## config.mk

```make
export PLATFORM = sky130hd
export DESIGN_NAME = irq_conditioner
export DESIGN_NICKNAME = d
export VERILOG_FILES = /design/src/rtl/irq_cond_pkg.sv /design/src/rtl/irq_sync.sv /design/src/rtl/irq_nmi_latch.sv /design/src/rtl/irq_req_line.sv /design/src/rtl/irq_conditioner.sv
export SDC_FILE = /design/constraint.sdc
export NUM_CORES = 1
export LEC_CHECK = 0
export CAP_MARGIN = 10
export CORE_UTILIZATION = 32
export CTS_CLUSTER_DIAMETER = 60
export DETAILED_ROUTE_END_ITERATION = 8
export DONT_BUFFER_PORTS = 1
export RECOVER_POWER = 25
export SLEW_MARGIN = 20
export SYNTH_ARGS = -nofsm -noshare
export SYNTH_HDL_FRONTEND = slang
export SYNTH_SLANG_ARGS = --single-unit
```

## constraint.sdc

```tcl
create_clock -name clk -period 1.2 [get_ports clk]
set_input_delay 0.18 -clock clk [delete_from_list [all_inputs] [get_ports clk]]
set_output_delay 0.18 -clock clk [all_outputs]
set_load 0.1 [all_outputs]
```

## src/rtl/irq_cond_pkg.sv

```systemverilog
package irq_cond_pkg;

    localparam int NUM_REQ_DEF  = 4;
    localparam int SYNC_STAGES  = 2;
    localparam int TYPE_W_DEF   = 8;
    localparam int NMI_TYPE_DEF = 2;
    localparam int ACK_PAIRS    = 2;

    typedef enum logic {
        SENSE_EDGE  = 1'b0,
        SENSE_LEVEL = 1'b1
    } sense_e;

    typedef struct packed {
        sense_e sense;
        logic   force_off;
    } line_cfg_t;

    function automatic line_cfg_t make_cfg(input logic level_bit, input logic as_ack);
        line_cfg_t c;
        c.sense     = level_bit ? SENSE_LEVEL : SENSE_EDGE;
        c.force_off = as_ack;
        return c;
    endfunction

endpackage

```

## src/rtl/irq_sync.sv

```systemverilog
module irq_sync #(
    parameter int W      = 1,
    parameter int STAGES = 2
) (
    input  logic         clk,
    input  logic         rst,
    input  logic [W-1:0] raw_i,
    output logic [W-1:0] sync_o,
    output logic [W-1:0] rise_o
);
    logic [W-1:0] stage_q [STAGES];
    logic [W-1:0] hist_q;

    always_ff @(posedge clk) begin
        if (rst) stage_q[0] <= '0;
        else     stage_q[0] <= raw_i;
    end

    for (genvar s = 1; s < STAGES; s++) begin : g_stage
        always_ff @(posedge clk) begin
            if (rst) stage_q[s] <= '0;
            else     stage_q[s] <= stage_q[s-1];
        end
    end

    always_ff @(posedge clk) begin
        if (rst) hist_q <= '0;
        else     hist_q <= stage_q[STAGES-1];
    end

    assign sync_o = stage_q[STAGES-1];
    assign rise_o = stage_q[STAGES-1] & ~hist_q;

    p_rise_single_r7: assert property (@(posedge clk) disable iff (rst)
        (rise_o != '0) |=> ((rise_o & $past(rise_o)) == '0));

endmodule

```

## src/rtl/irq_nmi_latch.sv

```systemverilog
module irq_nmi_latch #(
    parameter int TYPE_W   = 8,
    parameter int NMI_TYPE = 2
) (
    input  logic              clk,
    input  logic              rst,
    input  logic              rise_i,
    input  logic              boundary_i,
    output logic              pend_o,
    output logic              take_o,
    output logic [TYPE_W-1:0] vec_o
);
    logic latch_q;

    always_ff @(posedge clk) begin
        if (rst) latch_q <= 1'b0;
        else     latch_q <= rise_i | (latch_q & ~boundary_i);
    end

    assign pend_o = latch_q;
    assign take_o = latch_q & boundary_i;
    assign vec_o  = take_o ? TYPE_W'(NMI_TYPE) : '0;

    p_nmi_hold_r3: assert property (@(posedge clk) disable iff (rst)
        (pend_o && !boundary_i) |=> pend_o);

    p_nmi_edge_r3: assert property (@(posedge clk) disable iff (rst)
        rise_i |=> pend_o);

    p_nmi_clear_r4: assert property (@(posedge clk) disable iff (rst)
        (take_o && !rise_i) |=> !pend_o);

    p_nmi_vec_r9: assert property (@(posedge clk) disable iff (rst)
        !take_o |-> (vec_o == '0));

endmodule

```

## src/rtl/irq_req_line.sv

```systemverilog
module irq_req_line
    import irq_cond_pkg::*;
(
    input  logic      clk,
    input  logic      rst,
    input  line_cfg_t cfg_i,
    input  logic      sync_i,
    input  logic      rise_i,
    input  logic      ack_i,
    output logic      pend_o
);
    logic flag_q;

    always_ff @(posedge clk) begin
        if (rst) begin
            flag_q <= 1'b0;
        end else if (cfg_i.force_off) begin
            flag_q <= 1'b0;
        end else begin
            case (cfg_i.sense)
                SENSE_LEVEL: flag_q <= sync_i;
                default:     flag_q <= rise_i | (flag_q & ~ack_i);
            endcase
        end
    end

    assign pend_o = flag_q;

    p_edge_hold_r5: assert property (@(posedge clk) disable iff (rst)
        (cfg_i.sense == SENSE_EDGE && !cfg_i.force_off && flag_q && !ack_i)
        |=> (flag_q || cfg_i.sense == SENSE_LEVEL || cfg_i.force_off));

    p_edge_ack_race_r5: assert property (@(posedge clk) disable iff (rst)
        (cfg_i.sense == SENSE_EDGE && !cfg_i.force_off && rise_i && ack_i) |=> flag_q);

    p_level_ack_ignored_r6: assert property (@(posedge clk) disable iff (rst)
        (cfg_i.sense == SENSE_LEVEL && !cfg_i.force_off && sync_i && ack_i) |=> flag_q);

endmodule

```

## src/rtl/irq_conditioner.sv

```systemverilog
module irq_conditioner
    import irq_cond_pkg::*;
#(
    parameter int NUM_REQ  = NUM_REQ_DEF,
    parameter int TYPE_W   = TYPE_W_DEF,
    parameter int NMI_TYPE = NMI_TYPE_DEF
) (
    input  logic                 clk,
    input  logic                 rst,
    input  logic                 nmi_pin,
    input  logic [NUM_REQ-1:0]   req_pin,
    input  logic [NUM_REQ-1:0]   cfg_level,
    input  logic [ACK_PAIRS-1:0] cfg_ack_en,
    input  logic [NUM_REQ-1:0]   ack,
    input  logic                 instr_boundary,
    output logic                 nmi_pend,
    output logic                 nmi_take,
    output logic [TYPE_W-1:0]    nmi_vec,
    output logic [NUM_REQ-1:0]   req_pend,
    output logic [ACK_PAIRS-1:0] ack_n_out
);
    localparam int ALL_W    = NUM_REQ + 1;
    localparam int ACK_BASE = NUM_REQ - ACK_PAIRS;

    logic [ALL_W-1:0] raw_all, sync_all, rise_all;

    assign raw_all = {req_pin, nmi_pin};

    irq_sync #(.W(ALL_W), .STAGES(SYNC_STAGES)) u_sync (
        .clk    (clk),
        .rst    (rst),
        .raw_i  (raw_all),
        .sync_o (sync_all),
        .rise_o (rise_all)
    );

    irq_nmi_latch #(.TYPE_W(TYPE_W), .NMI_TYPE(NMI_TYPE)) u_nmi (
        .clk        (clk),
        .rst        (rst),
        .rise_i     (rise_all[0]),
        .boundary_i (instr_boundary),
        .pend_o     (nmi_pend),
        .take_o     (nmi_take),
        .vec_o      (nmi_vec)
    );

    line_cfg_t line_cfg [NUM_REQ];

    for (genvar i = 0; i < NUM_REQ; i++) begin : g_line
        if (i >= ACK_BASE) begin : g_shared
            assign line_cfg[i] = make_cfg(cfg_level[i], cfg_ack_en[i-ACK_BASE]);
        end else begin : g_plain
            assign line_cfg[i] = make_cfg(cfg_level[i], 1'b0);
        end

        irq_req_line u_line (
            .clk    (clk),
            .rst    (rst),
            .cfg_i  (line_cfg[i]),
            .sync_i (sync_all[i+1]),
            .rise_i (rise_all[i+1]),
            .ack_i  (ack[i]),
            .pend_o (req_pend[i])
        );
    end

    for (genvar k = 0; k < ACK_PAIRS; k++) begin : g_ackout
        assign ack_n_out[k] = ~(cfg_ack_en[k] & ack[k]);

        p_ack_low_r8: assert property (@(posedge clk) disable iff (rst)
            (cfg_ack_en[k] && ack[k]) |-> !ack_n_out[k]);

        p_ack_idle_r8: assert property (@(posedge clk) disable iff (rst)
            !(cfg_ack_en[k] && ack[k]) |-> ack_n_out[k]);

        p_forced_zero_r8: assert property (@(posedge clk) disable iff (rst)
            (cfg_ack_en[k] && $past(cfg_ack_en[k])) |-> !req_pend[ACK_BASE+k]);
    end

    p_take_vec_r4: assert property (@(posedge clk) disable iff (rst)
        nmi_take |-> (nmi_pend && nmi_vec == TYPE_W'(NMI_TYPE)));

endmodule

```

==> results.sh, run 1 <==
export IMPL_vias=431
export IMPL_failed_checks="negative setup slack"
export IMPL_fin_nets=103
export IMPL_tightest_slew_ps=647
export IMPL_diodes=0
export IMPL_leakagePower_nw=0.353
export IMPL_antenna_found_initial=0
export IMPL_ioPinCount=34
export IMPL_place_area_um2=759
export IMPL_min_to="u_sync.stage_q[0][2]"
export IMPL_drc=0
export IMPL_cts_tree="built"
export IMPL_start_kind="register"
export IMPL_netlist_cell_type_count=18
export IMPL_status="complete, but fails checks"
export IMPL_worstRegToRegCells=2
export IMPL_die_x_um=49.5
export IMPL_powerDensity_nw_per_um2=1530
export IMPL_htreeDepth=1
export IMPL_die_area_um2=2450
export IMPL_area_growth_pct=18.5
export IMPL_gr_usage_all_layers_pct=8.40
export IMPL_yosys_warnings=0
export IMPL_crit_fanout=3
export IMPL_first_pass_iters=3
export IMPL_layout_cells_most_common="dfxtp_1"
export IMPL_synth_top_area_cell="dfxtp_1"
export IMPL_synth_seq_cells=20
export IMPL_cp_end_kind="output pin"
export IMPL_clock_skew_ps=4.80
export IMPL_post_cts_setup_buffer_count=0
export IMPL_place_congestion=0.630
export IMPL_syn_instance_count=73
export IMPL_ant_nets=0
export IMPL_grt_pass1_vias=394
export IMPL_ys_seq_area_share_pct=55.4
export IMPL_final_cell_mix="19 x dfxtp_1, 13 x nor2b_1, 7 x conb_1, 7 x dlygate4sd3_1, 5 x buf_4"
export IMPL_synth_area_um2=723
export IMPL_slew_headroom_pct=56.7
export IMPL_synth_area_per_cell_um2=9.91
export IMPL_path_class="register to output pin"
export IMPL_finalCritPeriodShare_pct=102
export IMPL_grt_pass1_wl_mm=1.51
export IMPL_critical_path_required_ps=1020
export IMPL_cts_sinks=20
export IMPL_setup_ws_ps=-21.8
export IMPL_drtIter0Drc=2
export IMPL_stdcell_area_um2=857
export IMPL_wl_per_cell_um=8.95
export IMPL_numCtsBuffers=3
export IMPL_hold_slack_ps=12.5
export IMPL_worstHoldPathCells=1
export IMPL_root_buffer="clkbuf_4"
export IMPL_final_core_util_pct=42.0
export IMPL_drv_slew=0
export IMPL_cts_buffer_depth=2
export IMPL_peakVddDrop_v=0.000650
export IMPL_hold_viol=0
export IMPL_max_freq_mhz=818
export IMPL_yosys_area_top_type_share_pct=55.4
export IMPL_port_buffers=0
export IMPL_final_min_clock_period_ps=1220
export IMPL_worstHoldStart="req_pin[1]"
export IMPL_drv_cap=0
export IMPL_clkTransAtPathRegs_ps=110
export IMPL_rsz0062_at_grt="true"
export IMPL_clock_latency_ps=290
export IMPL_finalSetupViolCount=2
export IMPL_dp_final_hpwl_um=658
export IMPL_timing_rr_start="g_line[0].u_line.pend_o"
export IMPL_grt_max_degree=19
export IMPL_rows=16
export IMPL_drive_gt1_share_pct=16.7
export IMPL_arrival_ps=1040
export IMPL_viasPerCell=3.88
export IMPL_synthTopCellsByArea="dfxtp_1 55%, buf_4 12%, nor2b_1 11%"
export IMPL_coreArea_um2=2040
export IMPL_reg2reg_to="g_line[0].u_line.pend_o"
export IMPL_r2r_slack_ps=330
export IMPL_pre_cts_ws_ps=308
export IMPL_routed_wl_um=994
export IMPL_power_mw=1.31
export IMPL_post_cts_resize_count=0
export IMPL_die_h_um=49.5
export IMPL_initial_core_util_pct=35.4
export IMPL_grt_ovfl_total=0
export IMPL_min_path_type="input port to register"
[worst max path at each step]
stage                  from         end  depth (start not counted)
3_5_place_dp   u_nmi.pend_o    nmi_take                          2
6_report       u_nmi.pend_o    nmi_take                          2
3_3_place_gp   u_nmi.pend_o    nmi_take                          2
2_1_floorplan  u_nmi.pend_o  nmi_vec[1]                          2
4_1_cts        u_nmi.pend_o    nmi_take                          2
5_1_grt        u_nmi.pend_o    nmi_take                          2
[worst max-delay path: stages (launching register included)]
cell     delay [ps]
dfxtp_4         360
and2_4          140
buf_12          240
[through the flow]
stage,TNS [ps],cells
6_report,-43.5,111
3_3_place_gp,0,100
2_1_floorplan,-125,79
3_5_place_dp,0,100
4_1_cts,-76.1,111
5_1_grt,-134,111
[power by group]
group | internal, mW | total, mW | leakage (nW) | switching (mW)
logic | 0.0463 | 0.237 | 0.167 | 0.190
registers | 0.687 | 0.694 | 0.165 | 0.00750
clock network | 0.185 | 0.380 | 0.0210 | 0.195
[per-layer routing]
layer  track usage [%]  vias to the layer above  part of all wire [%]
met3              2.47                        2                   6.1
li1                  -                      230                     -
met4              7.14                        0                  0.60
met1              9.66                      183                    46
met2              12.6                       16                    47
met5                 0                        -                     0
[kinds of logic (layout without fill, tap and decap cells)]
logic type | after synthesis | in the layout | share of synthesized area [%]
other | 1 | 7 | 0.519
AOI/OAI and AO/OA | 7 | 7 | 6.06
and+or+nand+nor | 29 | 29 | 23.4
DFF | 20 | 20 | 55.4
buffers and inverters | 16 | 21 | 14.7
[layout make-up]
| type | instances | area (um^2) |
|---|---|---|
| fill | 208 | 1180 |
| tap | 27 | 33.8 |
| timing repair buffer | 15 | 138 |
| sequential | 20 | 404 |
| clock buffer | 4 | 36.3 |
| inverter | 2 | 7.51 |
| multi-input combinational | 43 | 238 |
[cell usage after synthesis]
cell type and number:
buf_4 12, or3b_1 1, and2b_1 2, nand2_1 3, conb_1 1, o21ai_0 2, nand2b_1 4, buf_2 1
dfxtp_1 20, clkbuf_1 1, a21oi_2 1, inv_1 2, nor2b_1 13, and2_1 1, nor2_1 3, a22oi_1 2
a21oi_1 2, nor3_1 2
[timing repair]
item,CTS,global route
pin swaps,1,0
hold endpoints to repair,18,0
gates cloned,0,0
hold buffers,7,0
endpoints found under the setup margin,2,2
[flip-flops by register name, summed over array words and instances, names as in the netlist]
| name | count |
|---|---|
| u_sync.stage_q | 10 |
| u_nmi.pend_o | 1 |
| g_line.u_line.pend_o | 4 |
| u_sync.hist_q | 5 |
Power figures use the tool's default switching activity.
==> inputs of run 2 (changes only) <==
- CAP_MARGIN: 10 -> not set
- CORE_MARGIN: not set -> 2
- clock period: 1.2 -> 1.3 ns (I/O delays scaled with it)
==> run 2 against run 1 <==
The run now ends clean; combinational power shrank 12%; routed wire length is the same; flip-flop and latch count is the same.
==> results.sh, run 2 (same netlist as run 1, synthesis figures left out) <==
export IMPL_status="finished, final reports clean"
export IMPL_grt_pass1_wl_mm=1.70
export IMPL_post_cts_setup_buffer_count=0
export IMPL_p_int_mw=0.788
export IMPL_cts_tree="built"
export IMPL_power_mw=1.14
export IMPL_port_buffers=0
export IMPL_leakagePower_nw=0.331
export IMPL_routed_wl_um=994
export IMPL_grt_pass1_vias=437
export IMPL_diodes=0
export IMPL_clkPwrFrac_pct=25.3
export IMPL_final_cell_mix="19 x dfxtp_1, 13 x nor2b_1, 7 x conb_1, 5 x buf_4, 4 x nand2b_1"
export IMPL_start_kind="register"
export IMPL_layout_cells_most_common="dfxtp_1"
export IMPL_seqPwrFrac_pct=56.3
export IMPL_place_area_um2=761
export IMPL_coreArea_um2=2170
export IMPL_switching_share_pct=30.8
export IMPL_vias=432
export IMPL_ctsHoldBuffers=3
export IMPL_htreeDepth=1
export IMPL_worstHoldStart="req_pin[0]"
export IMPL_die_x_um=51.5
export IMPL_drive_gt1_share_pct=16.3
export IMPL_critical_path_required_ps=1110
export IMPL_worstRegToRegCells=2
export IMPL_tns_ps=0
export IMPL_drv_slew=0
export IMPL_peakVddDrop_v=0.000813
export IMPL_reg2reg_to="g_line[0].u_line.pend_o"
export IMPL_combPwrFrac_pct=18.3
export IMPL_crit_fanout=3
export IMPL_finalSetupViolCount=0
export IMPL_drv_cap=0
export IMPL_ioPinCount=34
export IMPL_root_buffer="clkbuf_4"
export IMPL_gr_usage_all_layers_pct=8.60
export IMPL_tightest_slew_ps=610
export IMPL_slowest_delay_ps=360
export IMPL_largest_register_ffs=10
export IMPL_cp_startpoint="u_nmi.pend_o"
export IMPL_max_freq_mhz=813
export IMPL_first_pass_iters=1
export IMPL_finalCritPeriodShare_pct=94.6
export IMPL_dp_final_hpwl_um=712
export IMPL_slew_headroom_pct=59.2
export IMPL_die_h_um=51.5
export IMPL_p_sw_mw=0.350
export IMPL_setup_ws_ps=69.9
export IMPL_hold_viol=0
export IMPL_worstHoldPathCells=1
export IMPL_fin_nets=99
export IMPL_clock_latency_ps=290
export IMPL_initial_core_util_pct=33.3
export IMPL_min_path_type="input port to register"
export IMPL_grt_ovfl_total=0
export IMPL_r2r_slack_ps=410
export IMPL_cts_sinks=20
export IMPL_rsz0062_at_grt="false"
export IMPL_area_growth_pct=11.8
export IMPL_drtIter0Drc=0
export IMPL_grt_max_degree=19
export IMPL_drc=0
export IMPL_numCtsBuffers=3
export IMPL_arrival_ps=1040
export IMPL_powerDensity_nw_per_um2=1410
export IMPL_place_congestion=0.637
export IMPL_pre_cts_ws_ps=392
export IMPL_clkTransAtPathRegs_ps=100
export IMPL_wl_per_cell_um=9.20
export IMPL_min_to="u_sync.stage_q[0][1]"
export IMPL_critPathTopFamily="flip-flops"
export IMPL_antenna_found_initial=0
export IMPL_final_core_util_pct=37.3
export IMPL_slowest_stage="dfxtp_4"
export IMPL_stdcell_area_um2=808
export IMPL_final_min_clock_period_ps=1230
export IMPL_cts_buffer_depth=2
export IMPL_crit_buf_inv=1
export IMPL_die_area_um2=2660
export IMPL_dp_cells=101
export IMPL_post_cts_resize_count=0
export IMPL_path_class="register to output pin"
export IMPL_crit_chain="and2_4 > buf_12"
export IMPL_largest_register="u_sync.stage_q"
export IMPL_ant_nets=0
export IMPL_viasPerCell=4.00
export IMPL_rows=17
export IMPL_layoutNonFillerInstCount=108
export IMPL_cp_end_kind="output pin"
export IMPL_hold_slack_ps=27.1
export IMPL_timing_rr_start="g_line[0].u_line.pend_o"
export IMPL_clock_skew_ps=4.77
==> run 2: cell types whose count changed in the layout (fill, tap and decap cells not counted) <==
cell           change
dlygate4sd3_1      -4
clkbuf_1           +1
clkbuf_8           -1
==> run 2: final cells by class <==
cell class / count / area [um^2]
inverters: 2 / 7.51
well taps: 28 / 35.0
repair buffers: 11 / 97.6
fillers: 230 / 1360
multi-input cells: 43 / 238
flip-flops and latches: 20 / 404
clock buffers: 4 / 26.3
==> run 2: worst reg2reg max path: cells and delay by family, from the launching register on <==
kind | cells | cell delay [ps]
AND/OR/NAND/NOR | 1 | 350
AO/OA/AOI/OAI | 1 | 120
flip-flops | 1 | 350
==> run 2: worst max path at each step <==
stage	end	slack, ps	cells past startpoint
5_1_grt	nmi_vec[1]	30	2
4_1_cts	nmi_vec[1]	60	2
2_1_floorplan	nmi_vec[1]	-40	2
6_report	nmi_vec[1]	70	2
3_5_place_dp	nmi_vec[1]	390	2
3_3_place_gp	nmi_vec[1]	400	2
==> run 2: power groups by stage <==
stage          clock (mW)  sequential [mW]  combinational, mW
2_1_floorplan           0            0.662              0.203
3_3_place_gp            0            0.655              0.196
3_5_place_dp            0            0.656              0.197
4_1_cts             0.303            0.642              0.213
5_1_grt             0.326            0.644              0.217
6_report            0.289            0.641              0.209
==> run 2: per-layer routing <==
metal  global-route usage, %  routed length [um]  vias up
met2                    15.4                 505       14
met4                    5.26                   6        0
met5                       0                   0        -
met1                    8.86                 409      194
met3                    2.30                  72        2
li1                        -                   -      222
